$ cat src/rtl/irq_pkg.sv
package irq_pkg;
  localparam int unsigned REG_AW = 3;

  typedef enum logic [REG_AW-1:0] {
    REG_EN   = 3'd0,
    REG_RAW  = 3'd1,
    REG_STAT = 3'd2,
    REG_POL  = 3'd3,
    REG_TRIG = 3'd4,
    REG_FSEL = 3'd5
  } reg_idx_e;
endpackage

$ cat src/rtl/irq_sync.sv
module irq_sync #(
  parameter int unsigned W      = 32,
  parameter int unsigned STAGES = 2
) (
  input  logic         clk_i,
  input  logic         rst_ni,
  input  logic [W-1:0] d_i,
  output logic [W-1:0] q_o
);
  logic [W-1:0] stg_q [STAGES];

  always_ff @(posedge clk_i or negedge rst_ni) begin
    if (!rst_ni) begin
      for (int k = 0; k < STAGES; k++) stg_q[k] <= '0;
    end else begin
      stg_q[0] <= d_i;
      for (int k = 1; k < STAGES; k++) stg_q[k] <= stg_q[k-1];
    end
  end

  assign q_o = stg_q[STAGES-1];
endmodule

$ cat src/rtl/irq_detect.sv
module irq_detect #(
  parameter int unsigned W = 32
) (
  input  logic         clk_i,
  input  logic         rst_ni,
  input  logic [W-1:0] sync_i,
  input  logic [W-1:0] pol_i,
  input  logic [W-1:0] trig_i,
  input  logic [W-1:0] ack_i,
  output logic [W-1:0] raw_o
);
  logic [W-1:0] prev_q, edge_q, ev;

  for (genvar g = 0; g < W; g++) begin : g_src
    assign ev[g]    = pol_i[g] ? (sync_i[g] & ~prev_q[g]) : (~sync_i[g] & prev_q[g]);
    assign raw_o[g] = trig_i[g] ? edge_q[g] : ~(sync_i[g] ^ pol_i[g]);
  end

  // new event beats a same-cycle ack; latch cleared while source is level
  always_ff @(posedge clk_i or negedge rst_ni) begin
    if (!rst_ni) begin
      prev_q <= '0;
      edge_q <= '0;
    end else begin
      prev_q <= sync_i;
      edge_q <= trig_i & ((edge_q & ~ack_i) | ev);
    end
  end


  ack_clr_chk: assert property (@(posedge clk_i) disable iff (!rst_ni)
    1'b1 |=> ((edge_q & $past(ack_i & ~ev)) == '0));


  edge_src_chk: assert property (@(posedge clk_i) disable iff (!rst_ni)
    1'b1 |=> ((edge_q & ~$past(edge_q) & ~$past(ev)) == '0));


  lvl_stable_chk: assert property (@(posedge clk_i) disable iff (!rst_ni)
    ($stable(sync_i) && $stable(pol_i) && $stable(trig_i))
      |-> (((raw_o ^ $past(raw_o)) & ~trig_i) == '0));
endmodule

$ cat src/rtl/irq_regs.sv
module irq_regs
  import irq_pkg::*;
#(
  parameter int unsigned W = 32
) (
  input  logic              clk_i,
  input  logic              rst_ni,
  input  logic              req_i,
  input  logic              we_i,
  input  logic [REG_AW-1:0] addr_i,
  input  logic [W-1:0]      wdata_i,
  input  logic [W-1:0]      raw_i,
  output logic [W-1:0]      rdata_o,
  output logic [W-1:0]      en_o,
  output logic [W-1:0]      pol_o,
  output logic [W-1:0]      trig_o,
  output logic [W-1:0]      fsel_o,
  output logic [W-1:0]      stat_o,
  output logic [W-1:0]      ack_o
);
  logic [W-1:0] en_q, pol_q, trig_q, fsel_q, rdata_q;
  logic wr, rd;

  assign wr     = req_i & we_i;
  assign rd     = req_i & ~we_i;
  assign stat_o = raw_i & en_q;
  assign ack_o  = (wr && addr_i == REG_RAW) ? wdata_i : '0;

  always_ff @(posedge clk_i or negedge rst_ni) begin
    if (!rst_ni) begin
      en_q   <= '0;
      pol_q  <= '0;
      trig_q <= '0;
      fsel_q <= '0;
    end else if (wr) begin
      case (addr_i)
        REG_EN:   en_q   <= wdata_i;
        REG_POL:  pol_q  <= wdata_i;
        REG_TRIG: trig_q <= wdata_i;
        REG_FSEL: fsel_q <= wdata_i;
        default:  ;
      endcase
    end
  end

  always_ff @(posedge clk_i or negedge rst_ni) begin
    if (!rst_ni) begin
      rdata_q <= '0;
    end else if (rd) begin
      case (addr_i)
        REG_EN:   rdata_q <= en_q;
        REG_RAW:  rdata_q <= raw_i;
        REG_STAT: rdata_q <= stat_o;
        REG_POL:  rdata_q <= pol_q;
        REG_TRIG: rdata_q <= trig_q;
        REG_FSEL: rdata_q <= fsel_q;
        default:  rdata_q <= '0;
      endcase
    end else begin
      rdata_q <= '0;
    end
  end

  assign rdata_o = rdata_q;
  assign en_o    = en_q;
  assign pol_o   = pol_q;
  assign trig_o  = trig_q;
  assign fsel_o  = fsel_q;


  rd_idle_chk: assert property (@(posedge clk_i) disable iff (!rst_ni)
    (rdata_o != '0) |-> $past(rd));
endmodule

$ cat src/rtl/irq_router.sv
module irq_router
  import irq_pkg::*;
#(
  parameter int unsigned N_SRC       = 32,
  parameter int unsigned SYNC_STAGES = 2
) (
  input  logic              clk_i,
  input  logic              rst_ni,
  input  logic [N_SRC-1:0]  irq_i,
  input  logic              req_i,
  input  logic              we_i,
  input  logic [REG_AW-1:0] addr_i,
  input  logic [N_SRC-1:0]  wdata_i,
  output logic [N_SRC-1:0]  rdata_o,
  output logic              nrm_irq_o,
  output logic              fast_irq_o
);
  logic [N_SRC-1:0] sync, raw, en, pol, trig, fsel, stat, ack;
  logic nrm_q, fast_q;

  irq_sync #(.W(N_SRC), .STAGES(SYNC_STAGES)) u_sync (
    .clk_i, .rst_ni, .d_i(irq_i), .q_o(sync)
  );

  irq_detect #(.W(N_SRC)) u_detect (
    .clk_i, .rst_ni, .sync_i(sync), .pol_i(pol), .trig_i(trig),
    .ack_i(ack), .raw_o(raw)
  );

  irq_regs #(.W(N_SRC)) u_regs (
    .clk_i, .rst_ni, .req_i, .we_i, .addr_i, .wdata_i, .raw_i(raw),
    .rdata_o, .en_o(en), .pol_o(pol), .trig_o(trig), .fsel_o(fsel),
    .stat_o(stat), .ack_o(ack)
  );

  always_ff @(posedge clk_i or negedge rst_ni) begin
    if (!rst_ni) begin
      nrm_q  <= 1'b0;
      fast_q <= 1'b0;
    end else begin
      nrm_q  <= |(stat & ~fsel);
      fast_q <= |(stat & fsel);
    end
  end

  assign nrm_irq_o  = nrm_q;
  assign fast_irq_o = fast_q;


  nrm_src_chk: assert property (@(posedge clk_i) disable iff (!rst_ni)
    nrm_irq_o |-> $past(|(en & ~fsel)));


  fast_src_chk: assert property (@(posedge clk_i) disable iff (!rst_ni)
    fast_irq_o |-> $past(|(en & fsel)));
endmodule

$ cat config.mk
export PLATFORM = sky130hd
export DESIGN_NAME = irq_router
export DESIGN_NICKNAME = d
export VERILOG_FILES = /design/src/rtl/irq_pkg.sv /design/src/rtl/irq_sync.sv /design/src/rtl/irq_detect.sv /design/src/rtl/irq_regs.sv /design/src/rtl/irq_router.sv
export SDC_FILE = /design/constraint.sdc
export NUM_CORES = 1
export LEC_CHECK = 0
export ABC_AREA = 1
export BUFFER_PORTS_ARGS = -buffer_cell sky130_fd_sc_hd__buf_4
export CORE_MARGIN = 2
export CORE_UTILIZATION = 60
export CTS_BUF_LIST = sky130_fd_sc_hd__clkbuf_16
export DETAILED_ROUTE_END_ITERATION = 12
export PLACE_DENSITY = 0.8
export SLEW_MARGIN = 20
export SYNTH_ARGS = -nofsm -noshare
export SYNTH_HDL_FRONTEND = slang
export SYNTH_HIERARCHICAL = 1
export SYNTH_SLANG_ARGS = --single-unit
$ cat constraint.sdc
create_clock -name clk_i -period 3.6 [get_ports clk_i]
set_clock_uncertainty 0.2 [all_clocks]
set_input_delay 0.36 -clock clk_i [delete_from_list [all_inputs] [get_ports clk_i]]
set_output_delay 0.36 -clock clk_i [all_outputs]
set_load 0.05 [all_outputs]
==> flow_summary.yaml <==
logic_synthesis:
  ys_warn_count: 6
  synth_top_area_share_pct: 53.0
  synth.avg_cell_area_um2: 8.02
  synth_fp_nets: 1777
  yosysTopAreaCell: "dfrtp_1"
  ys_ff_latch: 290
  synthTopCellsByArea: "dfrtp_1 53%, nand2_1 12%, inv_1 6.4%, nand3_1 5.1%, nor2_1 4.4%"
  ys_seq_area_share_pct: 53.0
  mappedNetlistArea_um2: 13700
  netlist_instances: 1706
  synth.distinct_cells: 22
setup_path:
  worst_setup_path_start_kind: "primary input"
  crit_path_start: "addr_i[2]"
  worst-path-max-fanout: 59
  cp-end-kind: "flip-flop"
  critical_path_class: "primary input to flip-flop"
  cp.arrival_ps: 2480
  r2r_start: "u_sync/q_o[6]"
  required_ps: 3880
die:
  die_area_um2: 24000
  fp-row-count: 55
  core_um2: 22500
  dieHeight_um: 155
  initial_core_util_pct: 60.8
  die_w_um: 155
  ioPinCount: 105
global_routing:
  grt_pass1_wl_um: 54500
  grt_usage_pct: 28.0
  antenna_found_initial: 0
  grt_overflow_total: 0
  grt_pass1_vias: 11200
  grt_max_degree: 89
power:
  p_per_area_nw_per_um2: 539
  irDropWorstVdd_uv: 458
  power_leakage_nw: 8.43
clock_tree:
  post_cts_resize_count: 0
  postCtsSetupRepairBufs: 0
  cts_tree: "yes"
  clock-root-buffer: "clkbuf_16"
  cts_inserted_buffers: 30
  clkTransAtPathRegs_ps: 70
  clock_sinks: 290
  clock_path_buffers: 3
  htreeDepth: 1
  clock_latency_ps: 560
  hold_buffers: 65
timing:
  rsz0062_at_grt: "no"
  setup_tns_ps: 0
  final.min_clock_period_ps: 2200
  slew_viol_final: 0
  relSlewSlack_pct: 31.1
  setup_violations: 0
  timing.fmax_mhz: 455
  worst_slack_ps: 1400
  worstMarginPinSlew_ps: 1030
  hold_viol: 0
  min_period_over_period_pct: 61.0
  hold_slack_ps: 148
min_path:
  hp-start: "u_sync/stg_q[58]"
  hp-class: "flip-flop to flip-flop"
placement:
  numPortBuffers: 104
  dp_hpwl_um: 20400
  place_area_um2: 14400
  pre_cts_slack_ps: 897
  gp_congestion: 0.843
final_layout:
  fin_nets: 1891
  area_growth_syn_to_layout_pct: 16.7
  n_antenna_cell: 0
  drive_gt1_share_pct: 9.61
  stdcell_area_um2: 16000
route:
  drtIter0Drc: 1101
  drtAntennaViolNets: 0
  wl_per_cell_um: 15.6
  viasPerCell: 5.44
  drc: 0
  dr.pass1.iters: 7
  wirelength_um: 33200
  vias: 11600
flow_run:
  maxCapViolations: 0
status:
  status: "completed"
-- path summary, 6_finish.rpt --
kind	slack, ps	cells after the start	to
min	150	0	u_sync/q_o[26]
max	1400	12	u_detect/edge_q[23]
max reg2reg	1650	10	nrm_irq_o
min reg2reg	150	0	u_sync/q_o[26]
max in group asynchronous	2030	3	fast_irq_o
min in group asynchronous	190	2	u_sync/stg_q[35]
-- report_power, final --
group / switching (W) / leakage [nW] / internal, W
Clock: 0.00127 / 0.478 / 0.00169
Sequential: 0.000429 / 3.60 / 0.00369
Combinational: 0.000950 / 4.35 / 0.000575
Total: 0.00264 / 8.43 / 0.00596
-- layer usage --
layer | up-vias | global-route usage, % | share of wire, %
met3 | 95 | 4.12 | 6.7
met5 | - | 0 | 0
met2 | 475 | 47.0 | 49
met1 | 5432 | 36.7 | 41
met4 | 0 | 12.0 | 4.0
li1 | 5578 | - | -
-- registers in the layout, summed over array words and instances, names as in the netlist --
| register | count |
|---|---|
| u_detect/edge_q | 32 |
| u_detect/prev_q | 32 |
| u_regs/en_o | 32 |
| u_regs/fsel_o | 32 |
| u_regs/pol_o | 32 |
| u_regs/rdata_o | 32 |
| u_regs/trig_o | 32 |
| u_sync/q_o | 32 |
| u_sync/stg_q | 32 |
| fast_irq_o | 1 |
| nrm_irq_o | 1 |
-- critical path: stages --
cell     delay, ps
buf_4          580
inv_4          410
nand3_4        260
inv_2           60
nand2_1         70
buf_4          300
nor2_1          80
inv_1           60
nand2_1         40
nand3_1         80
nand2_1         50
inv_1          100
-- layout by cell type, fill, tap and decap left out, types with 3 or more instances in the layout --
master / n
o21ai_1: 44
nor2_1: 160
buf_12: 4
nor2_4: 3
nand3_2: 3
a21oi_1: 70
clkbuf_16: 31
nand2_1: 450
buf_4: 114
inv_1: 237
clkinv_1: 7
o21ai_0: 103
dfrtp_1: 290
nand3_4: 3
nand4_1: 68
xor2_1: 32
clkinv_2: 8
dlygate4sd3_1: 65
nand3_1: 139
-- stage by stage --
step / total power, W / utilization [%] / instances
floorplan: 0.00511 / - / 1706
global placement: 0.00553 / 63.9 / 2008
detailed placement: 0.00560 / 63.9 / 2008
CTS: 0.00861 / 71.0 / 2127
global route: 0.00905 / 71.0 / 2127
finish: 0.00860 / 71.0 / 2127
-- cell families (layout without fill, tap and decap cells) --
group,after synthesis,in the layout,share of synthesized area (%)
buf+inv,339,475,11.0
simple gates,828,828,26.0
compound gates,217,217,7.94
flops,290,290,53.0
xor+xnor,32,32,2.05
-- cells in the mapped netlist --
master	number
a21oi_1	70
xor2_1	32
nand3_1	139
clkbuf_1	18
nor2_4	2
nand2_4	1
nand3_4	3
buf_6	5
inv_2	2
nand2_1	450
inv_1	233
nand3_2	3
inv_4	2
buf_2	39
dfrtp_1	290
buf_4	38
o21ai_1	44
nor2_8	1
nor2_1	161
buf_1	2
o21ai_0	103
nand4_1	68
-- final cells by class --
cell class / count / area [um2]
clock buffers: 31 / 776
clock inverters: 23 / 158
fillers: 1721 / 6540
inverters: 237 / 895
multi-input cells: 1077 / 4920
flip-flops and latches: 290 / 7260
well taps: 285 / 357
repair buffers: 184 / 1600
Note: power is estimated with default switching activity, not from simulation.
